--- config.mk ---
export PLATFORM = sky130hd
export DESIGN_NAME = fb_burst_agu
export DESIGN_NICKNAME = d
export VERILOG_FILES = /design/src/rtl/fbagu_pkg.sv /design/src/rtl/fbagu_regs.sv /design/src/rtl/fbagu_seq.sv /design/src/rtl/fbagu_addr.sv /design/src/rtl/fb_burst_agu.sv
export SDC_FILE = /design/constraint.sdc
export NUM_CORES = 1
export LEC_CHECK = 0
export BUFFER_PORTS_ARGS = -buffer_cell sky130_fd_sc_hd__buf_2
export CAP_MARGIN = 10
export CORE_ASPECT_RATIO = 0.7
export CORE_UTILIZATION = 61
export DETAILED_ROUTE_END_ITERATION = 12
export PLACE_DENSITY = 0.83
export SLEW_MARGIN = 10
export SYNTH_ARGS = -nofsm -noshare
export SYNTH_HDL_FRONTEND = slang
export SYNTH_SLANG_ARGS = --single-unit
export TNS_END_PERCENT = 10
--- constraint.sdc ---
create_clock -name clk -period 7.95 [get_ports clk]
set_clock_uncertainty 0.05 [all_clocks]
set_input_delay 1.1925 -clock clk [delete_from_list [all_inputs] [get_ports clk]]
set_output_delay 1.1925 -clock clk [all_outputs]
set_load 0.01 [all_outputs]
--- src/rtl/fbagu_pkg.sv ---
package fbagu_pkg;

  typedef enum logic [1:0] {
    ST_IDLE = 2'd0,
    ST_REQ  = 2'd1,
    ST_WAIT = 2'd2
  } agu_state_e;

  localparam logic [2:0] SEL_CTRL  = 3'd0;
  localparam logic [2:0] SEL_BASE  = 3'd1;
  localparam logic [2:0] SEL_SKIP  = 3'd2;
  localparam logic [2:0] SEL_PIX   = 3'd3;
  localparam logic [2:0] SEL_FRAME = 3'd4;
  localparam logic [2:0] SEL_LINE  = 3'd5;
  localparam logic [2:0] SEL_BLEN  = 3'd6;

  localparam int CTRL_EN_BIT  = 0;
  localparam int CTRL_UPD_BIT = 1;

endpackage

--- src/rtl/fbagu_regs.sv ---
module fbagu_regs
  import fbagu_pkg::*;
#(
  parameter int DATA_W = 32,
  parameter int ADDR_W = 32,
  parameter int SKIP_W = 16,
  parameter int PO_W   = 5,
  parameter int FW_W   = 24,
  parameter int LW_W   = 16,
  parameter int BL_W   = 4
) (
  input  logic              clk,
  input  logic              rst_n,
  input  logic              cfg_we,
  input  logic [2:0]        cfg_sel,
  input  logic [DATA_W-1:0] cfg_wdata,
  input  logic              frame_start,
  output logic              en,
  output logic              pend,
  output logic [ADDR_W-1:0] eff_base,
  output logic [SKIP_W-1:0] act_skip,
  output logic [PO_W-1:0]   act_pix,
  output logic [FW_W-1:0]   frame_words,
  output logic [LW_W-1:0]   line_words,
  output logic [BL_W-1:0]   blen
);

  logic              en_q, en_n;
  logic              pend_q, pend_n;
  logic [ADDR_W-1:0] sh_base_q, sh_base_n, act_base_q, act_base_n;
  logic [SKIP_W-1:0] sh_skip_q, sh_skip_n, act_skip_q, act_skip_n;
  logic [PO_W-1:0]   sh_pix_q, sh_pix_n, act_pix_q, act_pix_n;
  logic [FW_W-1:0]   fw_q, fw_n;
  logic [LW_W-1:0]   lw_q, lw_n;
  logic [BL_W-1:0]   bl_q, bl_n;

  always_comb begin
    en_n       = en_q;
    pend_n     = pend_q;
    sh_base_n  = sh_base_q;
    sh_skip_n  = sh_skip_q;
    sh_pix_n   = sh_pix_q;
    act_base_n = act_base_q;
    act_skip_n = act_skip_q;
    act_pix_n  = act_pix_q;
    fw_n       = fw_q;
    lw_n       = lw_q;
    bl_n       = bl_q;
    if (frame_start && pend_q) begin
      act_base_n = sh_base_q;
      act_skip_n = sh_skip_q;
      act_pix_n  = sh_pix_q;
      pend_n     = 1'b0;
    end
    if (cfg_we) begin
      case (cfg_sel)
        SEL_CTRL: begin
          en_n = cfg_wdata[CTRL_EN_BIT];
          if (cfg_wdata[CTRL_UPD_BIT]) pend_n = 1'b1;
        end
        SEL_BASE:  sh_base_n = cfg_wdata[ADDR_W-1:0];
        SEL_SKIP:  sh_skip_n = cfg_wdata[SKIP_W-1:0];
        SEL_PIX:   sh_pix_n  = cfg_wdata[PO_W-1:0];
        SEL_FRAME: fw_n      = cfg_wdata[FW_W-1:0];
        SEL_LINE:  lw_n      = cfg_wdata[LW_W-1:0];
        SEL_BLEN:  bl_n      = cfg_wdata[BL_W-1:0];
        default: ;
      endcase
    end
  end

  always_ff @(posedge clk or negedge rst_n) begin
    if (!rst_n) begin
      en_q       <= 1'b0;
      pend_q     <= 1'b0;
      sh_base_q  <= '0;
      sh_skip_q  <= '0;
      sh_pix_q   <= '0;
      act_base_q <= '0;
      act_skip_q <= '0;
      act_pix_q  <= '0;
      fw_q       <= '0;
      lw_q       <= '0;
      bl_q       <= '0;
    end else begin
      en_q       <= en_n;
      pend_q     <= pend_n;
      sh_base_q  <= sh_base_n;
      sh_skip_q  <= sh_skip_n;
      sh_pix_q   <= sh_pix_n;
      act_base_q <= act_base_n;
      act_skip_q <= act_skip_n;
      act_pix_q  <= act_pix_n;
      fw_q       <= fw_n;
      lw_q       <= lw_n;
      bl_q       <= bl_n;
    end
  end

  assign en          = en_q;
  assign pend        = pend_q;
  assign eff_base    = pend_q ? sh_base_q : act_base_q;
  assign act_skip    = act_skip_q;
  assign act_pix     = act_pix_q;
  assign frame_words = fw_q;
  assign line_words  = lw_q;
  assign blen        = bl_q;

endmodule

--- src/rtl/fbagu_seq.sv ---
module fbagu_seq
  import fbagu_pkg::*;
(
  input  logic clk,
  input  logic rst_n,
  input  logic en,
  input  logic req_ready,
  input  logic rsp_done,
  input  logic last,
  output logic frame_start,
  output logic step,
  output logic req_valid,
  output logic busy,
  output logic eof
);

  agu_state_e st_q, st_n;
  logic       eof_q, eof_n;

  always_comb begin
    st_n        = st_q;
    step        = 1'b0;
    frame_start = 1'b0;
    case (st_q)
      ST_IDLE: begin
        if (en) begin
          frame_start = 1'b1;
          st_n        = ST_REQ;
        end
      end
      ST_REQ: begin
        if (req_ready) st_n = ST_WAIT;
      end
      ST_WAIT: begin
        if (rsp_done) begin
          step = 1'b1;
          if (en) begin
            frame_start = last;
            st_n        = ST_REQ;
          end else begin
            st_n = ST_IDLE;
          end
        end
      end
      default: st_n = ST_IDLE;
    endcase
    eof_n = step && last;
  end

  always_ff @(posedge clk or negedge rst_n) begin
    if (!rst_n) begin
      st_q  <= ST_IDLE;
      eof_q <= 1'b0;
    end else begin
      st_q  <= st_n;
      eof_q <= eof_n;
    end
  end

  assign req_valid = (st_q == ST_REQ);
  assign busy      = (st_q != ST_IDLE);
  assign eof       = eof_q;

endmodule

--- src/rtl/fbagu_addr.sv ---
module fbagu_addr #(
  parameter int ADDR_W = 32,
  parameter int SKIP_W = 16,
  parameter int FW_W   = 24,
  parameter int LW_W   = 16,
  parameter int BL_W   = 4
) (
  input  logic              clk,
  input  logic              rst_n,
  input  logic              frame_start,
  input  logic              step,
  input  logic [ADDR_W-1:0] base,
  input  logic [SKIP_W-1:0] skip,
  input  logic [FW_W-1:0]   frame_words,
  input  logic [LW_W-1:0]   line_words,
  input  logic [BL_W-1:0]   blen,
  output logic [ADDR_W-1:0] req_addr,
  output logic [BL_W-1:0]   req_len,
  output logic              last
);

  localparam int CNT_W = (FW_W > LW_W) ? FW_W : LW_W;
  localparam int N_W   = BL_W + 1;

  logic [ADDR_W-1:0] addr_q, addr_n;
  logic [LW_W-1:0]   ll_q, ll_n;
  logic [FW_W-1:0]   fl_q, fl_n;

  logic [CNT_W-1:0]  ll_ext, fl_ext, bl_ext, cand, n_ext;
  logic [N_W-1:0]    n_words;
  logic              line_end;
  logic [ADDR_W-1:0] adv;

  always_comb begin
    ll_ext = CNT_W'(ll_q);
    fl_ext = CNT_W'(fl_q);
    bl_ext = CNT_W'(blen) + CNT_W'(1);
    cand   = bl_ext;
    if (ll_ext < cand) cand = ll_ext;
    if (fl_ext < cand) cand = fl_ext;
    n_words  = cand[N_W-1:0];
    n_ext    = CNT_W'(n_words);
    line_end = (ll_ext == n_ext);
    last     = (fl_ext == n_ext);
    adv      = ADDR_W'(n_words) << 2;
    if (line_end) adv = adv + ADDR_W'(skip);
  end

  always_comb begin
    addr_n = addr_q;
    ll_n   = ll_q;
    fl_n   = fl_q;
    if (frame_start) begin
      addr_n = base;
      ll_n   = line_words;
      fl_n   = frame_words;
    end else if (step) begin
      addr_n = addr_q + adv;
      ll_n   = line_end ? line_words : LW_W'(ll_ext - n_ext);
      fl_n   = FW_W'(fl_ext - n_ext);
    end
  end

  always_ff @(posedge clk or negedge rst_n) begin
    if (!rst_n) begin
      addr_q <= '0;
      ll_q   <= '0;
      fl_q   <= '0;
    end else begin
      addr_q <= addr_n;
      ll_q   <= ll_n;
      fl_q   <= fl_n;
    end
  end

  assign req_addr = addr_q;
  assign req_len  = BL_W'(n_words - N_W'(1));

endmodule

--- src/rtl/fb_burst_agu.sv ---
module fb_burst_agu #(
  parameter int DATA_W = 32,
  parameter int ADDR_W = 32,
  parameter int SKIP_W = 16,
  parameter int PO_W   = 5,
  parameter int FW_W   = 24,
  parameter int LW_W   = 16,
  parameter int BL_W   = 4
) (
  input  logic              clk,
  input  logic              rst_n,
  input  logic              cfg_we,
  input  logic [2:0]        cfg_sel,
  input  logic [DATA_W-1:0] cfg_wdata,
  output logic              busy,
  output logic              upd_pending,
  output logic              req_valid,
  input  logic              req_ready,
  output logic [ADDR_W-1:0] req_addr,
  output logic [BL_W-1:0]   req_len,
  output logic [PO_W-1:0]   req_pixoff,
  input  logic              rsp_done,
  output logic              eof
);

  logic              en, frame_start, step, last;
  logic [ADDR_W-1:0] eff_base;
  logic [SKIP_W-1:0] act_skip;
  logic [FW_W-1:0]   frame_words;
  logic [LW_W-1:0]   line_words;
  logic [BL_W-1:0]   blen;

  fbagu_regs #(
    .DATA_W(DATA_W), .ADDR_W(ADDR_W), .SKIP_W(SKIP_W), .PO_W(PO_W),
    .FW_W(FW_W), .LW_W(LW_W), .BL_W(BL_W)
  ) u_regs (
    .clk         (clk),
    .rst_n       (rst_n),
    .cfg_we      (cfg_we),
    .cfg_sel     (cfg_sel),
    .cfg_wdata   (cfg_wdata),
    .frame_start (frame_start),
    .en          (en),
    .pend        (upd_pending),
    .eff_base    (eff_base),
    .act_skip    (act_skip),
    .act_pix     (req_pixoff),
    .frame_words (frame_words),
    .line_words  (line_words),
    .blen        (blen)
  );

  fbagu_seq u_seq (
    .clk         (clk),
    .rst_n       (rst_n),
    .en          (en),
    .req_ready   (req_ready),
    .rsp_done    (rsp_done),
    .last        (last),
    .frame_start (frame_start),
    .step        (step),
    .req_valid   (req_valid),
    .busy        (busy),
    .eof         (eof)
  );

  fbagu_addr #(
    .ADDR_W(ADDR_W), .SKIP_W(SKIP_W), .FW_W(FW_W), .LW_W(LW_W), .BL_W(BL_W)
  ) u_addr (
    .clk         (clk),
    .rst_n       (rst_n),
    .frame_start (frame_start),
    .step        (step),
    .base        (eff_base),
    .skip        (act_skip),
    .frame_words (frame_words),
    .line_words  (line_words),
    .blen        (blen),
    .req_addr    (req_addr),
    .req_len     (req_len),
    .last        (last)
  );

endmodule

==> implementation parameters, run 1 <==
Parameter                              Value

Floorplanning
  Die height    121 um
  Overall die area    20900 um^2
  Width of the die    172 um
  IO Count    85
  Starting Density    0.625
  Number of core rows    43
  CORE AREA    19900 um^2

Logic synthesis
  Cell count after synthesis    1138
  Yosys warning count    0
  Share of the synthesized area in the top cell type    0.458
  Number of distinct standard cells referenced by the synthesized netlist    70
  Commonest cells in the netlist    dfrtp_1 (227), mux2_2 (105), nand2_1 (78), a21oi_1 (71), nor2_1 (69)
  Sequential area share after synthesis    0.458
  Async S/R FF share, synth    1.00
  Post-Syn Area per Cell    10.9 um^2
  Flops & latches, synth    227
  Area leader, netlist    dfrtp_1
  Post-synth EDFFs    0
  Netlist area before placement    12400 um^2
  Largest cells by area after synthesis    dfrtp_1 (46%), mux2_2 (9.5%), mux2_4 (6.1%), ha_1 (5.2%), a21oi_1 (2.9%)
  Most instantiated flip-flop cell in the synthesis netlist    dfrtp_1
  Most frequently used cell type in the post-synthesis netlist    dfrtp_1

Clock network
  Clock buffers created by TritonCTS    24
  Clock tree sinks    227
  Root cell of the clock tree    clkbuf_16
  # hold bufs at CTS    0
  Clock input transition at the sequential cells of the worst setup and hold paths    0.06 ns
  Maximum buffer depth of the clock tree    3
  Worst-Skew Late Latency    0.54 ns
  TritonCTS clock tree    built
  Level count of the clock H-tree    1

Timing
  Post-route minimum period    7.60 ns
  Fmax achieved    132 MHz
  Final Max Tran Viols    0
  Hold violation count in the final report    0
  Transition at the pin with the smallest max-transition slack    1.11 ns
  Post-route clock period utilization    0.955
  Number of failing setup endpoints in the final timing report    0
  Slack of the critical path    0.355 ns
  Remaining max-slew budget at the tightest pin    0.259

Final layout
  Layout cells sized above 1    0.265
  Syn-to-layout area delta    13.3%
  ANT cells    0
  Net count of the finished layout    1323
  Number of cells in the finished layout apart from fillers    1513
  Total of fill cells in the finished design    1360

Critical path
  Data arrival time of the critical path    7.91 ns
  Data required time at the worst endpoint    8.26 ns
  Critical Path Start Type    flop
  Most common cell type on the critical path    ha_1
  Buffers & Inverters on Critical Path    5
  Crit end category    flop
  Biggest cell delay along the critical path    0.43 ns
  Slowest stage cell on the critical path    a2111o_1
  Cell family with most CP delay    compound AO/OA/AOI/OAI gates
  Start-to-end type of the worst setup path    reg -> reg
  Maximum fanout encountered on the critical timing path    17

Placement
  Number of buffers inserted by port buffering    84
  Final RePlAce weighted congestion    0.953
  Post-DP HPWL    21400 um
  Post-Place Setup Slack    0.0629 ns
  Post-Place Cells    1470

Global route
  Initial antenna violation count    0
  Vias in the first global route    9049
  Global-route wire length before repair    49300 um
  Maximum number of pins on one net before global-route repair    82
  Overall overflow remaining after global route    0
  Gr usage total    0.309

Pwr
  Maximum vdd ir drop    183 uV
  Leakage    6.38 nW
  Power density over the cells    384 nW/um^2

Outcome
  Result of the run    complete, no violations

Routing
  Final WL    31200 um
  Vias post-DR    9421
  Post-DR wirelength/cell    20.7 um
  Drt drc    0
  Starting DRT DRC Count    863
  Iteration count of the initial detailed-routing pass    5
  Avg Vias per Cell    6.23
  Antenna viol nets, final    0

Job
  Number of maximum-capacitance constraint violations    0

Min path
  Class of the worst hold path    reg -> reg
## worst min-delay path: cells and delay by family (launching register included)
kind             cells  cell delay (ns)
flip-flops           1             0.34
AO/OA/AOI/OAI        1             0.06
AND/OR/NAND/NOR      1             0.05
## logic make-up after synthesis
family | after synthesis | synth area share
AO/OA/AOI/OAI | 242 | 0.121
XOR/XNOR | 59 | 0.0416
adder cells (fa/ha/maj) | 56 | 0.0589
buffers and inverters | 88 | 0.0304
flip-flops | 227 | 0.458
multiplexers | 172 | 0.170
other | 1 | 0.000302
AND/OR/NAND/NOR | 293 | 0.120
## registers in the layout (all words and copies together) (netlist names)
signal / count
u_regs.act_skip: 16
u_seq.eof: 1
u_regs.sh_pix_q: 5
u_regs.sh_base_q: 32
u_addr.req_addr: 32
u_regs.sh_skip_q: 16
u_regs.act_pix: 5
u_regs.frame_words: 24
u_seq.st_q: 2
u_addr.fl_ext: 24
u_regs.blen: 4
u_regs.act_base_q: 32
u_addr.ll_q: 16
u_regs.pend: 1
u_regs.line_words: 16
u_regs.en: 1
## cell usage in the layout, fill, tap and decap left out, drive strengths merged, types with 11 or more instances in the layout
cell    synthesis  final
dfrtp         227    227
mux2          155    155
buf            14    103
nand2          79     79
a21oi          72     72
nor2           70     70
o21ai          62     62
ha             52     52
inv            38     39
xnor2          37     37
a211oi         35     35
nor2b          33     33
clkbuf         36     33
nor3           24     24
xor2           22     22
nand3          21     21
mux2i          17     17
a31oi          17     17
a21o           14     14
conb            1     11
## final timing paths
| kind | startpoint | end | slack, ns | cells past startpoint |
|---|---|---|---|---|
| worst max register to register | u_regs.blen[0] | u_addr.req_addr[11] | 0.35 | 34 |
| worst max-delay path | u_regs.blen[0] | u_addr.req_addr[11] | 0.35 | 34 |
| worst min register to register | u_regs.frame_words[12] | u_addr.fl_ext[12] | 0.43 | 2 |
| min in group asynchronous | rst_n | u_regs.line_words[2] | 0.57 | 1 |
| worst min-delay path | u_regs.frame_words[12] | u_addr.fl_ext[12] | 0.43 | 2 |
| max in group asynchronous | rst_n | u_regs.act_pix[0] | 5.85 | 2 |
## report_power, final
part           internal, W  switching, W
Sequential         0.00157      0.000417
Clock             0.000686      0.000473
Combinational      0.00104       0.00121
## repair_timing
item / CTS / global route
hold endpoints to repair: 0 / 0
gates resized for setup: 0 / 16
setup buffers: 0 / 1
endpoints found under the setup margin: 0 / 20
## final cells by class
type | count | area, um^2 | share of cell area
clock buffer | 33 | 664 | 0.0473
clock inverter | 9 | 151 | 0.0108
inverter | 38 | 143 | 0.0101
multi-input combinational | 833 | 6510 | 0.463
sequential | 227 | 5680 | 0.404
tap | 270 | 338 | 0.0240
timing repair buffer | 103 | 577 | 0.0410
## metrics by stage
| stage | area, um^2 | setup TNS [ns] | util | hold WS, ns | total power [W] |
|---|---|---|---|---|---|
| after floorplan | 12400 | 0 | - | 0.396 | 0.00347 |
| after global placement | 13200 | 0 | 0.663 | 0.405 | 0.00405 |
| after detailed placement | 13200 | 0 | 0.663 | 0.419 | 0.00414 |
| after CTS | 14000 | 0 | 0.704 | 0.431 | 0.00535 |
| after global routing | 14100 | -0.103 | 0.708 | 0.457 | 0.00572 |
| final | 14100 | 0 | 0.708 | 0.429 | 0.00540 |
## layer usage
metal  share of wire  track usage  vias up
li1                -            -     4263
met1            0.46        0.465     4681
met2            0.43        0.457      406
met3           0.082       0.0564       71
met4           0.027       0.0846        0
met5               0            0        -
Note: power is estimated with default switching activity, not from simulation.
==> inputs of run 2 (changes only) <==
==> constraint.sdc (replaced) <==
create_clock -name clk -period 8.1 [get_ports clk]
set_clock_uncertainty 0.05 [all_clocks]
set_input_delay 1.215 -clock clk [delete_from_list [all_inputs] [get_ports clk]]
set_output_delay 1.215 -clock clk [all_outputs]
set_load 0.01 [all_outputs]
==> run 2 against run 1 <==
  * Critical path depth rose by 3
  * Count of clock-buffer cells in the layout fell by 5
  * Sequential power shrank 3%
  * Register-to-register slack better by 0.10 ns
  * Clock power barely moved
  * Worst setup slack better by 0.10 ns
  * Flip-flop and latch count is the same
  * Die area did not move
==> implementation parameters, run 2 (synthesis results as in run 1) <==
Parameter                              Value

Outcome
  Result of the run    complete, no violations

Routing
  Metal3 WL    2400 um
  Iteration count of the initial detailed-routing pass    7
  Antenna viol nets, final    0
  Met2 wire len    13600 um
  Vias post-DR    9408
  Avg Vias per Cell    6.22
  Drt drc    0
  Final WL    31500 um
  Met1 layer wirelength in the final routing    14900 um
  Max Used Layer    met4
  Starting DRT DRC Count    1009
  Post-DR wirelength/cell    20.9 um

Final layout
  Post-route design area    14000 um^2
  Layout cells sized above 1    0.267
  Net count of the finished layout    1321
  ANT cells    0
  Combined flip-flop and latch cell area    5680 um^2
  Syn-to-layout area delta    13.0%
  Number of cells in the finished layout apart from fillers    1512
  Total of fill cells in the finished design    1421
  Area of the multi-input gates    6470 um^2
  Most frequent standard cell in the layout excluding fill and tap cells    dfrtp_1
  Top library cells by usage in the layout, fill and taps aside    dfrtp_1 (226), mux2_2 (105), buf_2 (83)
  Fraction of the core area covered by cells at the end of the flow    0.706

Timing
  Remaining max-slew budget at the tightest pin    0.228
  Hold violation count in the final report    0
  Post-route clock period utilization    0.944
  Slack of the critical path    0.457 ns
  Transition at the pin with the smallest max-transition slack    1.15 ns
  Final Max Tran Viols    0
  Post-route minimum period    7.64 ns
  Fmax achieved    131 MHz
  Number of failing setup endpoints in the final timing report    0

Critical path
  Crit end category    flop
  Maximum fanout encountered on the critical timing path    12
  Start-to-end type of the worst setup path    reg -> reg
  Data required time at the worst endpoint    8.43 ns
  Slowest stage cell on the critical path    dfrtp_1
  Critical Path Start Type    flop
  Biggest cell delay along the critical path    0.42 ns
  Data arrival time of the critical path    7.97 ns

Clock network
  # hold bufs at CTS    0
  Root cell of the clock tree    clkbuf_16
  Worst-Skew Late Latency    0.53 ns
  Clock buffers created by TritonCTS    23
  TritonCTS clock tree    built
  Level count of the clock H-tree    1
  Clock input transition at the sequential cells of the worst setup and hold paths    0.07 ns
  Clock tree sinks    227
  Maximum buffer depth of the clock tree    3

Global route
  Overall overflow remaining after global route    0
  Gr usage total    0.306
  Maximum number of pins on one net before global-route repair    103
  Global-route wire length before repair    48900 um
  Vias in the first global route    8861
  Initial antenna violation count    0

Placement
  Post-DP HPWL    21100 um
  Post-Place Cells    1469
  Number of buffers inserted by port buffering    84
  Final RePlAce weighted congestion    0.927
  Dpl cell area    13100 um^2
  Post-Place Setup Slack    0.313 ns

Floorplanning
  IO Count    85
  Overall die area    20900 um^2
  Die height    121 um
  Starting Density    0.625
  Width of the die    172 um
  CORE AREA    19900 um^2
  Number of core rows    43

Pwr
  Power density over the cells    376 nW/um^2
  Sequential share of power    0.368
  Net switching power    0.00206 W
  Combinational cell fraction of total power    0.416
  Leakage    6.37 nW
  Switching share of total power    0.391
  Power share of the clock group    0.217
  Cell-internal power    0.00321 W
  Total chip power    0.00527 W
  Maximum vdd ir drop    232 uV

Job
  Number of maximum-capacitance constraint violations    0

Min path
  Class of the worst hold path    reg -> reg
## run 2: worst max-delay path, delay by kind of cell (launching register included)
family | cells | cell delay, ns
fa+ha+maj | 6 | 1.74
xor+xnor | 1 | 0.16
buf+inv | 7 | 0.90
compound gates | 14 | 2.63
simple gates | 8 | 1.36
flops | 1 | 0.42
mux | 1 | 0.22
## run 2: final timing paths
kind,startpoint,to,slack [ns],depth (start not counted)
hold reg to reg,u_regs.frame_words[13],u_addr.fl_ext[13],0.43,2
setup reg to reg,u_regs.blen[0],u_addr.req_addr[20],0.46,37
max in group asynchronous,rst_n,u_regs.act_skip[5],5.93,2
setup / recovery,u_regs.blen[0],u_addr.req_addr[20],0.46,37
min in group asynchronous,rst_n,u_addr.ll_q[5],0.70,1
hold / removal,u_regs.frame_words[13],u_addr.fl_ext[13],0.43,2
## run 2: metal layers
metal / GRT usage / up-vias
met3: 0.0506 / 59
met4: 0.0691 / 0
met2: 0.446 / 400
li1: - / 4256
met5: 0 / -
met1: 0.476 / 4693
## run 2: final cells by class
cell class | instances | area share
Timing Repair Buffer | 102 | 0.0403
Tap cell | 270 | 0.0241
Inverter | 38 | 0.0102
Clock inverter | 14 | 0.0139
Clock buffer | 28 | 0.0445
Multi-Input combinational cell | 833 | 0.462
Sequential cell | 227 | 0.405
## run 2: power by group through the flow
stage / Combinational [W] / Clock, W / Sequential (W)
CTS: 0.00215 / 0.00115 / 0.00192
global placement: 0.00206 / 0 / 0.00190
finish: 0.00219 / 0.00114 / 0.00194
global route: 0.00241 / 0.00120 / 0.00198
detailed placement: 0.00212 / 0 / 0.00193
floorplan: 0.00155 / 0 / 0.00185
## run 2: through the flow
step	hold slack (ns)	TNS, ns
after global placement	0.405	0
after floorplan	0.396	0
after detailed placement	0.417	0
final	0.430	0
after global routing	0.452	-0.0150
after CTS	0.433	0
## run 2: timing repair
action                                  4_1_cts  5_1_grt
endpoints found under the setup margin        0       19
gates resized for setup                       0       10
setup buffers                                 0        1
